**config.mk**
```make
export PLATFORM = sky130hd
export DESIGN_NAME = busconf_icache
export DESIGN_NICKNAME = d
export VERILOG_FILES = /design/src/rtl/bcic_pkg.sv /design/src/rtl/bcic_tag_store.sv /design/src/rtl/bcic_way_ram.sv /design/src/rtl/bcic_lru.sv /design/src/rtl/busconf_icache.sv
export SDC_FILE = /design/constraint.sdc
export NUM_CORES = 2
export LEC_CHECK = 0
export BUFFER_PORTS_ARGS = -buffer_cell sky130_fd_sc_hd__buf_2
export CAP_MARGIN = 20
export CORE_MARGIN = 1.5
export CORE_UTILIZATION = 45
export CTS_CLUSTER_SIZE = 12
export DETAILED_ROUTE_END_ITERATION = 10
export SLEW_MARGIN = 40
export SYNTH_ARGS = -nofsm -noshare
export SYNTH_HDL_FRONTEND = slang
export SYNTH_HIERARCHICAL = 1
export SYNTH_SLANG_ARGS = --single-unit
```
**constraint.sdc**
```tcl
create_clock -name clk -period 9.05 [get_ports clk]
set_input_delay 2.2625 -clock clk [delete_from_list [all_inputs] [get_ports clk]]
set_output_delay 2.2625 -clock clk [all_outputs]
set_load 0.05 [all_outputs]
```
**src/rtl/bcic_pkg.sv**
```systemverilog
package bcic_pkg;
  // Two ways per set; the replacement bit per set assumes exactly two.
  localparam int NUM_WAYS = 2;
  localparam int WAY_W    = 1;
endpackage

```
**src/rtl/bcic_tag_store.sv**
```systemverilog
module bcic_tag_store
  import bcic_pkg::*;
#(
  parameter int SETS  = 16,
  parameter int TAG_W = 12,
  parameter int IDX_W = $clog2(SETS)
) (
  input  logic                clk,
  input  logic                rst,
  input  logic                clear_i,
  input  logic [IDX_W-1:0]    lk_idx_i,
  input  logic [TAG_W-1:0]    lk_tag_i,
  input  logic                wr_en_i,
  input  logic [WAY_W-1:0]    wr_way_i,
  input  logic [IDX_W-1:0]    wr_idx_i,
  input  logic [TAG_W-1:0]    wr_tag_i,
  output logic [NUM_WAYS-1:0] way_hit_o,
  output logic [NUM_WAYS-1:0] way_valid_o
);

  logic [TAG_W-1:0] tag_q   [NUM_WAYS][SETS];
  logic [SETS-1:0]  valid_q [NUM_WAYS];

  // Valid bits: flops so that a single-cycle global clear is possible.
  always_ff @(posedge clk) begin
    for (int w = 0; w < NUM_WAYS; w++) begin
      if (rst || clear_i) begin
        valid_q[w] <= '0;
      end else if (wr_en_i && (wr_way_i == WAY_W'(w))) begin
        valid_q[w][wr_idx_i] <= 1'b1;
      end
    end
  end

  // Tags need no reset; they are qualified by the valid bits.
  always_ff @(posedge clk) begin
    for (int w = 0; w < NUM_WAYS; w++) begin
      if (wr_en_i && (wr_way_i == WAY_W'(w))) begin
        tag_q[w][wr_idx_i] <= wr_tag_i;
      end
    end
  end

  for (genvar g = 0; g < NUM_WAYS; g++) begin : g_cmp
    assign way_valid_o[g] = valid_q[g][lk_idx_i];
    assign way_hit_o[g]   = valid_q[g][lk_idx_i] && (tag_q[g][lk_idx_i] == lk_tag_i);
  end

  AST_WAY_HIT_UNIQUE: assert property (@(posedge clk) disable iff (rst)
    $onehot0(way_hit_o));

endmodule

```
**src/rtl/bcic_way_ram.sv**
```systemverilog
module bcic_way_ram #(
  parameter int DEPTH = 16,
  parameter int WIDTH = 48,
  parameter int AW    = $clog2(DEPTH)
) (
  input  logic             clk,
  input  logic             we_i,
  input  logic [AW-1:0]    waddr_i,
  input  logic [WIDTH-1:0] wdata_i,
  input  logic             re_i,
  input  logic [AW-1:0]    raddr_i,
  output logic [WIDTH-1:0] rdata_o
);

  logic [WIDTH-1:0] mem [DEPTH];

  always_ff @(posedge clk) begin
    if (we_i) begin
      mem[waddr_i] <= wdata_i;
    end
  end

  always_ff @(posedge clk) begin
    if (re_i) begin
      rdata_o <= mem[raddr_i];
    end
  end

endmodule

```
**src/rtl/bcic_lru.sv**
```systemverilog
module bcic_lru
  import bcic_pkg::*;
#(
  parameter int SETS  = 16,
  parameter int IDX_W = $clog2(SETS)
) (
  input  logic             clk,
  input  logic             rst,
  input  logic             upd_i,
  input  logic [IDX_W-1:0] upd_idx_i,
  input  logic [WAY_W-1:0] used_way_i,
  input  logic [IDX_W-1:0] rd_idx_i,
  output logic [WAY_W-1:0] victim_o,
  output logic [SETS-1:0]  lru_o
);

  logic [SETS-1:0] lru_q;

  // Each bit names the way to replace next in its set.
  always_ff @(posedge clk) begin
    if (rst) begin
      lru_q <= '0;
    end else if (upd_i) begin
      lru_q[upd_idx_i] <= ~used_way_i;
    end
  end

  assign victim_o = lru_q[rd_idx_i];
  assign lru_o    = lru_q;

  AST_MRU_NOT_VICTIM: assert property (@(posedge clk) disable iff (rst)
    upd_i |=> (lru_q[$past(upd_idx_i)] != $past(used_way_i)));

endmodule

```
**src/rtl/busconf_icache.sv**
```systemverilog
module busconf_icache
  import bcic_pkg::*;
#(
  parameter int ADDR_W = 16,
  parameter int WORD_W = 48,
  parameter int SETS   = 16
) (
  input  logic              clk,
  input  logic              rst,
  input  logic              fetch_valid_i,
  input  logic [ADDR_W-1:0] fetch_addr_i,
  input  logic              pm_conflict_i,
  input  logic              fill_valid_i,
  input  logic [WORD_W-1:0] fill_word_i,
  input  logic              invalidate_i,
  output logic              hit_o,
  output logic              stall_o,
  output logic [WORD_W-1:0] word_o,
  output logic [ADDR_W-1:0] fill_addr_o
);

  localparam int IDX_W = $clog2(SETS);
  localparam int TAG_W = ADDR_W - IDX_W;

  logic [IDX_W-1:0]    lk_idx;
  logic [TAG_W-1:0]    lk_tag;
  logic                lk_en;
  logic [NUM_WAYS-1:0] way_hit;
  logic [NUM_WAYS-1:0] way_valid;
  logic                any_hit;
  logic [WAY_W-1:0]    hit_way;
  logic [WAY_W-1:0]    lru_victim;
  logic [WAY_W-1:0]    victim;
  logic [SETS-1:0]     lru_vec;

  logic                hit_q;
  logic                stall_q;
  logic [WAY_W-1:0]    hit_way_q;
  logic [WAY_W-1:0]    victim_q;
  logic [ADDR_W-1:0]   miss_addr_q;

  logic                install;
  logic [IDX_W-1:0]    ins_idx;
  logic [TAG_W-1:0]    ins_tag;
  logic                lru_upd;
  logic [IDX_W-1:0]    lru_idx;
  logic [WAY_W-1:0]    lru_way;
  logic [WORD_W-1:0]   rd_word [NUM_WAYS];

  assign lk_idx  = fetch_addr_i[IDX_W-1:0];
  assign lk_tag  = fetch_addr_i[ADDR_W-1:IDX_W];
  // Only conflicting fetches look up; none while a stall is open or on invalidate.
  assign lk_en   = fetch_valid_i && pm_conflict_i && !stall_q && !invalidate_i;
  assign any_hit = |way_hit;

  always_comb begin
    hit_way = '0;
    for (int w = 0; w < NUM_WAYS; w++) begin
      if (way_hit[w]) hit_way = WAY_W'(w);
    end
  end

  // Fill an empty way first, otherwise the least recently used one.
  always_comb begin
    if (!way_valid[0])      victim = WAY_W'(0);
    else if (!way_valid[1]) victim = WAY_W'(1);
    else                    victim = lru_victim;
  end

  assign ins_idx = miss_addr_q[IDX_W-1:0];
  assign ins_tag = miss_addr_q[ADDR_W-1:IDX_W];
  assign install = fill_valid_i && stall_q && !invalidate_i;

  assign lru_upd = install || (lk_en && any_hit);
  assign lru_idx = install ? ins_idx  : lk_idx;
  assign lru_way = install ? victim_q : hit_way;

  bcic_tag_store #(
    .SETS  (SETS),
    .TAG_W (TAG_W)
  ) u_tags (
    .clk         (clk),
    .rst         (rst),
    .clear_i     (invalidate_i),
    .lk_idx_i    (lk_idx),
    .lk_tag_i    (lk_tag),
    .wr_en_i     (install),
    .wr_way_i    (victim_q),
    .wr_idx_i    (ins_idx),
    .wr_tag_i    (ins_tag),
    .way_hit_o   (way_hit),
    .way_valid_o (way_valid)
  );

  bcic_lru #(
    .SETS (SETS)
  ) u_lru (
    .clk        (clk),
    .rst        (rst),
    .upd_i      (lru_upd),
    .upd_idx_i  (lru_idx),
    .used_way_i (lru_way),
    .rd_idx_i   (lk_idx),
    .victim_o   (lru_victim),
    .lru_o      (lru_vec)
  );

  for (genvar g = 0; g < NUM_WAYS; g++) begin : g_way
    bcic_way_ram #(
      .DEPTH (SETS),
      .WIDTH (WORD_W)
    ) u_ram (
      .clk     (clk),
      .we_i    (install && (victim_q == WAY_W'(g))),
      .waddr_i (ins_idx),
      .wdata_i (fill_word_i),
      .re_i    (lk_en),
      .raddr_i (lk_idx),
      .rdata_o (rd_word[g])
    );
  end

  always_ff @(posedge clk) begin
    if (rst) begin
      hit_q       <= 1'b0;
      stall_q     <= 1'b0;
      hit_way_q   <= '0;
      victim_q    <= '0;
      miss_addr_q <= '0;
    end else begin
      hit_q   <= lk_en && any_hit;
      stall_q <= lk_en && !any_hit;
      if (lk_en) begin
        hit_way_q   <= hit_way;
        victim_q    <= victim;
        miss_addr_q <= fetch_addr_i;
      end
    end
  end

  assign hit_o       = hit_q;
  assign stall_o     = stall_q;
  assign word_o      = hit_q ? rd_word[hit_way_q] : '0;
  assign fill_addr_o = miss_addr_q;

  AST_HIT_STALL_EXCL: assert property (@(posedge clk) disable iff (rst)
    !(hit_o && stall_o));
  AST_STALL_ONE_CYCLE: assert property (@(posedge clk) disable iff (rst)
    stall_o |=> !stall_o);
  AST_STALL_ADDR: assert property (@(posedge clk) disable iff (rst)
    stall_o |-> (fill_addr_o == $past(fetch_addr_i)));
  AST_NOCONF_QUIET: assert property (@(posedge clk) disable iff (rst)
    (fetch_valid_i && !pm_conflict_i) |=> (!hit_o && !stall_o));
  AST_NOCONF_LRU_HOLD: assert property (@(posedge clk) disable iff (rst)
    (fetch_valid_i && !pm_conflict_i && !(fill_valid_i && stall_o)) |=> $stable(lru_vec));
  AST_INVAL_NO_HIT: assert property (@(posedge clk) disable iff (rst)
    invalidate_i |=> !hit_o);
  AST_IDLE_QUIET: assert property (@(posedge clk) disable iff (rst)
    !fetch_valid_i |=> (!hit_o && !stall_o));

endmodule

```
======== Yosys cells after proc, flatten, opt, wreduce, memory -nomap -nowiden ========
Memory sizes are Yosys's and may differ from the RTL's. A register that Yosys moved wholly into a read port is not among the register bits.
Index checks and enable logic that the tools add are counted.
word-level totals
  output and inout port bits .............. 66
  memories kept ........................... 4
  input port bits ......................... 70
  word-level logic and storage cells ...... 154
  RAM bits ................................ 1952
  flip-flop bits (word level) ............. 36
memories
  name                words  width  read ports  clocked after Yosys merged registers in  write ports  line                  RTL
  g_way[0].u_ram.mem  16     48     1           1                                        1            bcic_way_ram.sv:15    logic [WIDTH-1:0] mem [DEPTH];
  g_way[1].u_ram.mem  16     48     1           1                                        1            bcic_way_ram.sv:15
  u_tags.tag_q        2      192    2           0                                        1            bcic_tag_store.sv:21  logic [TAG_W-1:0] tag_q [NUM_WAYS][SETS];
  u_tags.valid_q      2      16     2           0                                        2            bcic_tag_store.sv:22  logic [SETS-1:0] valid_q [NUM_WAYS];
operators by class
  muxes and demuxes ....................... 75
  $lt $le $gt $ge ......................... 9
  equal/unequal tests ..................... 2
  bitwise gates (word level) .............. 37
  reductions and logical operators ........ 21
operators with widths
  operator              number
  $mux W192             4
  $mux W48              4
  $reduce_or A192 Y1    1
  $bmux W12 S4          2
  $mux W12              5
  $mux W1               50
  $demux W12 S4         1
  $mux W16              2
  $or A1 B1 Y1          32
  $eq A12 B12 Y1        2
  $bwmux W16            1
  $lt A4 B5 Y1 const B  3
  $logic_and A1 B1 Y1   14
  $bmux W1 S4           3
  $ge A5 B5 Y1 const B  2
  $not A4 Y5            2
  $demux W1 S4          2
  $ge A4 B1 Y1 const B  2
  $lt A5 B1 Y1 const B  1
  $mux W4               1
  $logic_not A1 Y1      3
  $ge A2 B2 Y1 const B  1
  $logic_or A1 B1 Y1    2
  $not A1 Y1            2
  other kinds (2)       2

======== Logic depth before layout (Yosys ltp) ========
  word-level depth ........................ 10
  gate-level depth with buffers ........... 17
  mapped depth without buffers ............ 11

======== Cells and area by module ========
Netlist, hierarchy kept.
by module, submodules not included
  module          instances  sequential area each (um^2)  cells an instance  area each (um^2)
  bcic_way_ram    2          24503.5                      1242               30175.2
  bcic_tag_store  1          12331.8                      930                17055.1
  busconf_icache  1          400.4                        203                1649.1
  bcic_lru        1          320.3                        76                 799.5

======== Least setup slack after synthesis ========
No wires, ideal clock.
  path type ............................... input port to flip-flop
  start point ............................. input invalidate_i
  end point ............................... memory g_way[1].u_ram.mem[0][0], enable pin
  buffers on the path ..................... 0
  cell stages on the path ................. 4
  arrival ................................. 6.624 ns
  data required time ...................... 8.537 ns
  path slack .............................. 1.913 ns
  library setup time ...................... 0.513 ns
  path through ............................ nand3b_1 -> nor2_1 -> or3b_2 -> nor3_1
between the ends
  cells in the longest elaborated chain, start to end .. 5
RTL lines
  what                           line                   RTL
  start, declared                busconf_icache.sv:15   input logic invalidate_i,
  $logic_not A1 Y1               busconf_icache.sv:72   assign install = fill_valid_i && stall_q && !invalidate_i;
  $logic_and A1 B1 Y1            busconf_icache.sv:72
  $logic_and A1 B1 Y1            busconf_icache.sv:114  .we_i (install && (victim_q == WAY_W'(g))),
  $mux W1                        bcic_way_ram.sv:18     if (we_i) begin
  $mux W1 (implied by the code)  bcic_way_ram.sv:19     mem[waddr_i] <= wdata_i;
  end, declared                  bcic_way_ram.sv:15
Every way passes these cells.

======== Worst setup path in the final report ========
  start point ............................. input fetch_addr_i[3]
  end point ............................... register u_lru.lru_q[2] (netlist: u_lru/lru_o[2])
between the ends
  elaborated cells between the ends (all ways) .. 28
  those cells by class .................... 2 x order compare; 2 x eq/ne; 16 x mux; 2 x bitwise; 6 x reduce/logical
RTL lines
  what                                          line                  RTL
  start, declared                               busconf_icache.sv:11  input logic [ADDR_W-1:0] fetch_addr_i,
  $not A4 Y5 (implied by the code)              bcic_tag_store.sv:46  assign way_hit_o[g] = valid_q[g][lk_idx_i] && (tag_q[g][lk_idx_i] == lk_tag_i);
  $bmux W12 S4                                  bcic_tag_store.sv:46
  $mux W12 (implied by the code) (2 in series)  bcic_tag_store.sv:46
  $eq A12 B12 Y1                                bcic_tag_store.sv:46
  $logic_and A1 B1 Y1 (*)                       bcic_tag_store.sv:46
  named net way_hit[1]                          busconf_icache.sv:28  logic [NUM_WAYS-1:0] way_hit;
  $reduce_or A2 Y1 (*)                          busconf_icache.sv:54  assign any_hit = |way_hit;
  $logic_and A1 B1 Y1 (*)                       busconf_icache.sv:74  assign lru_upd = install || (lk_en && any_hit);
  $logic_or A1 B1 Y1 (*)                        busconf_icache.sv:74
  named net lru_upd                             busconf_icache.sv:45  logic lru_upd;
  end signal, assigned by index                 bcic_lru.sv:24        lru_q[upd_idx_i] <= ~used_way_i;
  end, declared                                 bcic_lru.sv:17        logic [SETS-1:0] lru_q;
Mark *: on every way through the listed nets, which the timed path passes. The rest lies on a longest branch. The select of a mux whose other input is x is not followed.
A chain may end at the register's enable or synchronous reset.

==> key figures <==
Status
  • Status: complete, but fails checks
  • Failing checks: design-rule violations

Power
  • Net Sw Power: 4070 uW
  • Leakage: 0.0280 uW
  • Seq pwr share: 55.0%
  • Clk pwr share: 41.1%
  • Sw frac: 21.1%
  • Pint: 15200 uW
  • Power Density: 214 nW/um^2
  • VDD IR max: 0.213 mV
  • Combinational power share: 3.9%

Clock tree
  • H-tree depth: 4
  • Clock sink count: 2084
  • Setup Buffers After CTS: 0
  • Reg clk slew, reported paths: 0.06 ns
  • CTS Buf Count: 208
  • Post-cts repair resize count: 0
  • CTS tree: built
  • Clock Tree Root: clkbuf_16
  • Clock latency on the worst-skew pair: 0.85 ns
  • Max clock buf depth: 3
  • CTS Hold Bufs: 0

Synthesis
  • Main flop type after synthesis: edfxtp_1
  • Mapped Nets: 3763
  • Yosys warns: 6
  • Synth Area in Adders: 0%
  • Post-synthesis compound-gate area fraction: 2.82%
  • Yosys cell types: 65
  • Post-synth EDFFs: 2032
  • Synth Cell Area: 79900 um^2
  • Post-Synth Simple-Gate Area: 2.72%
  • XOR/XNOR Fraction of Synth Area: 0.241%
  • Post-synthesis area per instance: 21.6 um^2
  • Sequential fraction of the synthesis area: 77.7%
  • #FFs+latches synth: 2084
  • Async set-reset flop share out of synthesis: 0%
  • Main combinational cell family by area after synthesis: multiplexers
  • Synth Instances: 3693
  • Post-synthesis mux area share: 15.0%

Floorplanning
  • Core Footprint: 176000 um^2
  • Die height: 424 um
  • Row count: 154
  • Die area: 180000 um^2
  • Initial Util: 45.3%
  • Die W: 424 um
  • Num ports: 136

Global routing
  • Largest net degree at the start of global routing: 118
  • Overflow after GRT: 0
  • Initial antenna violation count: 20
  • Total global-route track usage: 22.4%
  • Vias in the first global route: 38800
  • First-pass GRT wire length: 285000 um

STA
  • Fin. Hold Viols: 0
  • Final number of setup-violating endpoints: 0
  • Rel. slew slack: 39.8%
  • RSZ-0062 raised after global routing: false
  • Final max-slew violation count: 0
  • Total negative slack: 0 ns
  • Fmax: 156 MHz
  • Clock Skews: 0.0717 ns
  • Final min period: 6.42 ns
  • Final period util: 70.9%
  • Slew @ Worst Pin: 0.903 ns

Critical path
  • CP peak stage delay: 0.62 ns
  • CP arrival: 7.14 ns
  • Crit path required time: 9.77 ns
  • CP startpoint kind: input port
  • Critical Path Sink Type: flop
  • Crit Path Class: in -> reg
  • CP max-delay cell: a2111oi_2
  • Crit-path cells: buf_2, buf_4, nor2b_1, a22oi_1, o21ai_1, a32o_1, or4_4, a2111oi_2, nor2_1, o21ai_0, nor3b_2, a21oi_1, a311oi_1
  • Crit-path max FO: 30

Finish
  • Commonest non-fill, non-tap cells in the layout: edfxtp_1, mux4_2, clkbuf_16
  • Final Net Count: 4016
  • Fillers: 13800
  • Fin cells: 6415
  • Layout cell share with drive strength beyond 1: 25.6%
  • Commonest non-fill, non-tap cell in the layout: edfxtp_1
  • Layout area overhead: 13.0%

Detailed routing
  • Routed WL per cell: 31.5 um
  • TritonRoute pass-1 iters: 9
  • ANT nets after route: 0
  • Iter 0 DRT Violations: 4813
  • Via density per instance: 6.05
  • Wirelength, routed: 202000 um
  • Vias: 38800
  • # DRC: 8

Place
  • PortBufs: 135
  • Detail Placement HPWL: 103000 um
  • Routability cong.: 0.778
  • Placed cell count: 6074

Hold path
  • Hold crit path type: reg -> reg

Flow run
  • Max-cap violations: 0
## path summary, 6_finish.rpt
| path | from | cells past startpoint | slack, ns | to |
|---|---|---|---|---|
| worst max-delay path | fetch_addr_i[3] | 13 | 2.63 | u_lru/lru_o[2] |
| worst min-delay path | u_tags/valid_q[1][14] | 2 | 0.47 | u_tags/valid_q[1][14] |
| worst max register to register | u_tags/tag_q[0][13] | 11 | 4.79 | u_lru/lru_o[2] |
| worst min register to register | u_tags/valid_q[1][14] | 2 | 0.47 | u_tags/valid_q[1][14] |
## kinds of logic (layout without fill, tap and decap cells)
kind of cell / Yosys count / in the layout
flops: 2084 / 2084
mux: 601 / 601
simple gates: 452 / 452
compound gates: 306 / 306
buf+inv: 228 / 609
xor+xnor: 22 / 22
other cells: 0 / 1
## synth_stat cells, types with 9 or more instances
cell type | n | area [um^2]
dfxtp_1 | 52 | 1040
nand2_1 | 174 | 653
mux2i_1 | 120 | 1200
mux4_2 | 471 | 10600
buf_2 | 40 | 200
a21oi_1 | 37 | 185
a22oi_1 | 207 | 1550
edfxtp_1 | 2032 | 61000
nor2b_1 | 69 | 432
a311oi_1 | 15 | 131
nand3_1 | 22 | 110
and2_1 | 10 | 62.6
clkbuf_1 | 82 | 308
buf_4 | 47 | 353
nor4_1 | 9 | 56.3
buf_1 | 24 | 90.1
inv_1 | 21 | 78.8
xnor2_1 | 14 | 123
nor3_1 | 18 | 90.1
nor2_1 | 103 | 387
## per-stage QoR
stage / total power (uW) / setup WS (ns) / util (%) / hold WS [ns] / cell area, um^2
floorplan: 11300 / 1.91 / - / 0.435 / 79900
global placement: 11600 / 1.88 / 47.4 / 0.446 / 83500
detailed placement: 11600 / 1.86 / 47.6 / 0.457 / 84000
CTS: 19400 / 2.72 / 51.1 / 0.471 / 90200
global route: 19800 / 2.44 / 51.2 / 0.485 / 90200
finish: 19300 / 2.63 / 51.2 / 0.472 / 90200
## sequential cells by signal (all words and copies together), names as in the netlist
name / cells
hit_way_q: 1
stall_o: 1
g_way.u_ram/mem: 1536
g_way.u_ram/rdata_o: 96
hit_o: 1
victim_q: 1
fill_addr_o: 16
u_tags/tag_q: 384
u_lru/lru_o: 16
u_tags/valid_q: 32
## area by class of cell
type                       instances  area, um^2  area share [%]
antenna                            1        2.50         0.00277
tap                             2340        2930            3.25
inverter                          24        95.1           0.105
multi-input combinational       1381       17000            18.8
clock buffer                     268        5500            6.09
sequential                      2084       62100            68.8
clock inverter                    70         672           0.745
timing repair buffer             247        1980            2.20
## metal layers
| layer | part of all wire, % | GRT usage [%] |
|---|---|---|
| met2 | 48 | 35.7 |
| met3 | 7.5 | 3.99 |
| met1 | 41 | 31.7 |
| met5 | 0.024 | 0 |
| met4 | 2.6 | 6.55 |
## power groups by stage
stage / Clock (uW) / Combinational [uW] / Sequential (uW)
finish: 7930 / 761 / 10600
global route: 8420 / 815 / 10600
CTS: 8080 / 765 / 10600
detailed placement: 0 / 765 / 10800
global placement: 0 / 742 / 10800
floorplan: 0 / 457 / 10800
## worst max-delay path: cells and delay by family
kind	cells	cell delay [ns]
buf+inv	2	1.15
compound gates	7	2.28
simple gates	4	1.43
Power figures use the tool's default switching activity.
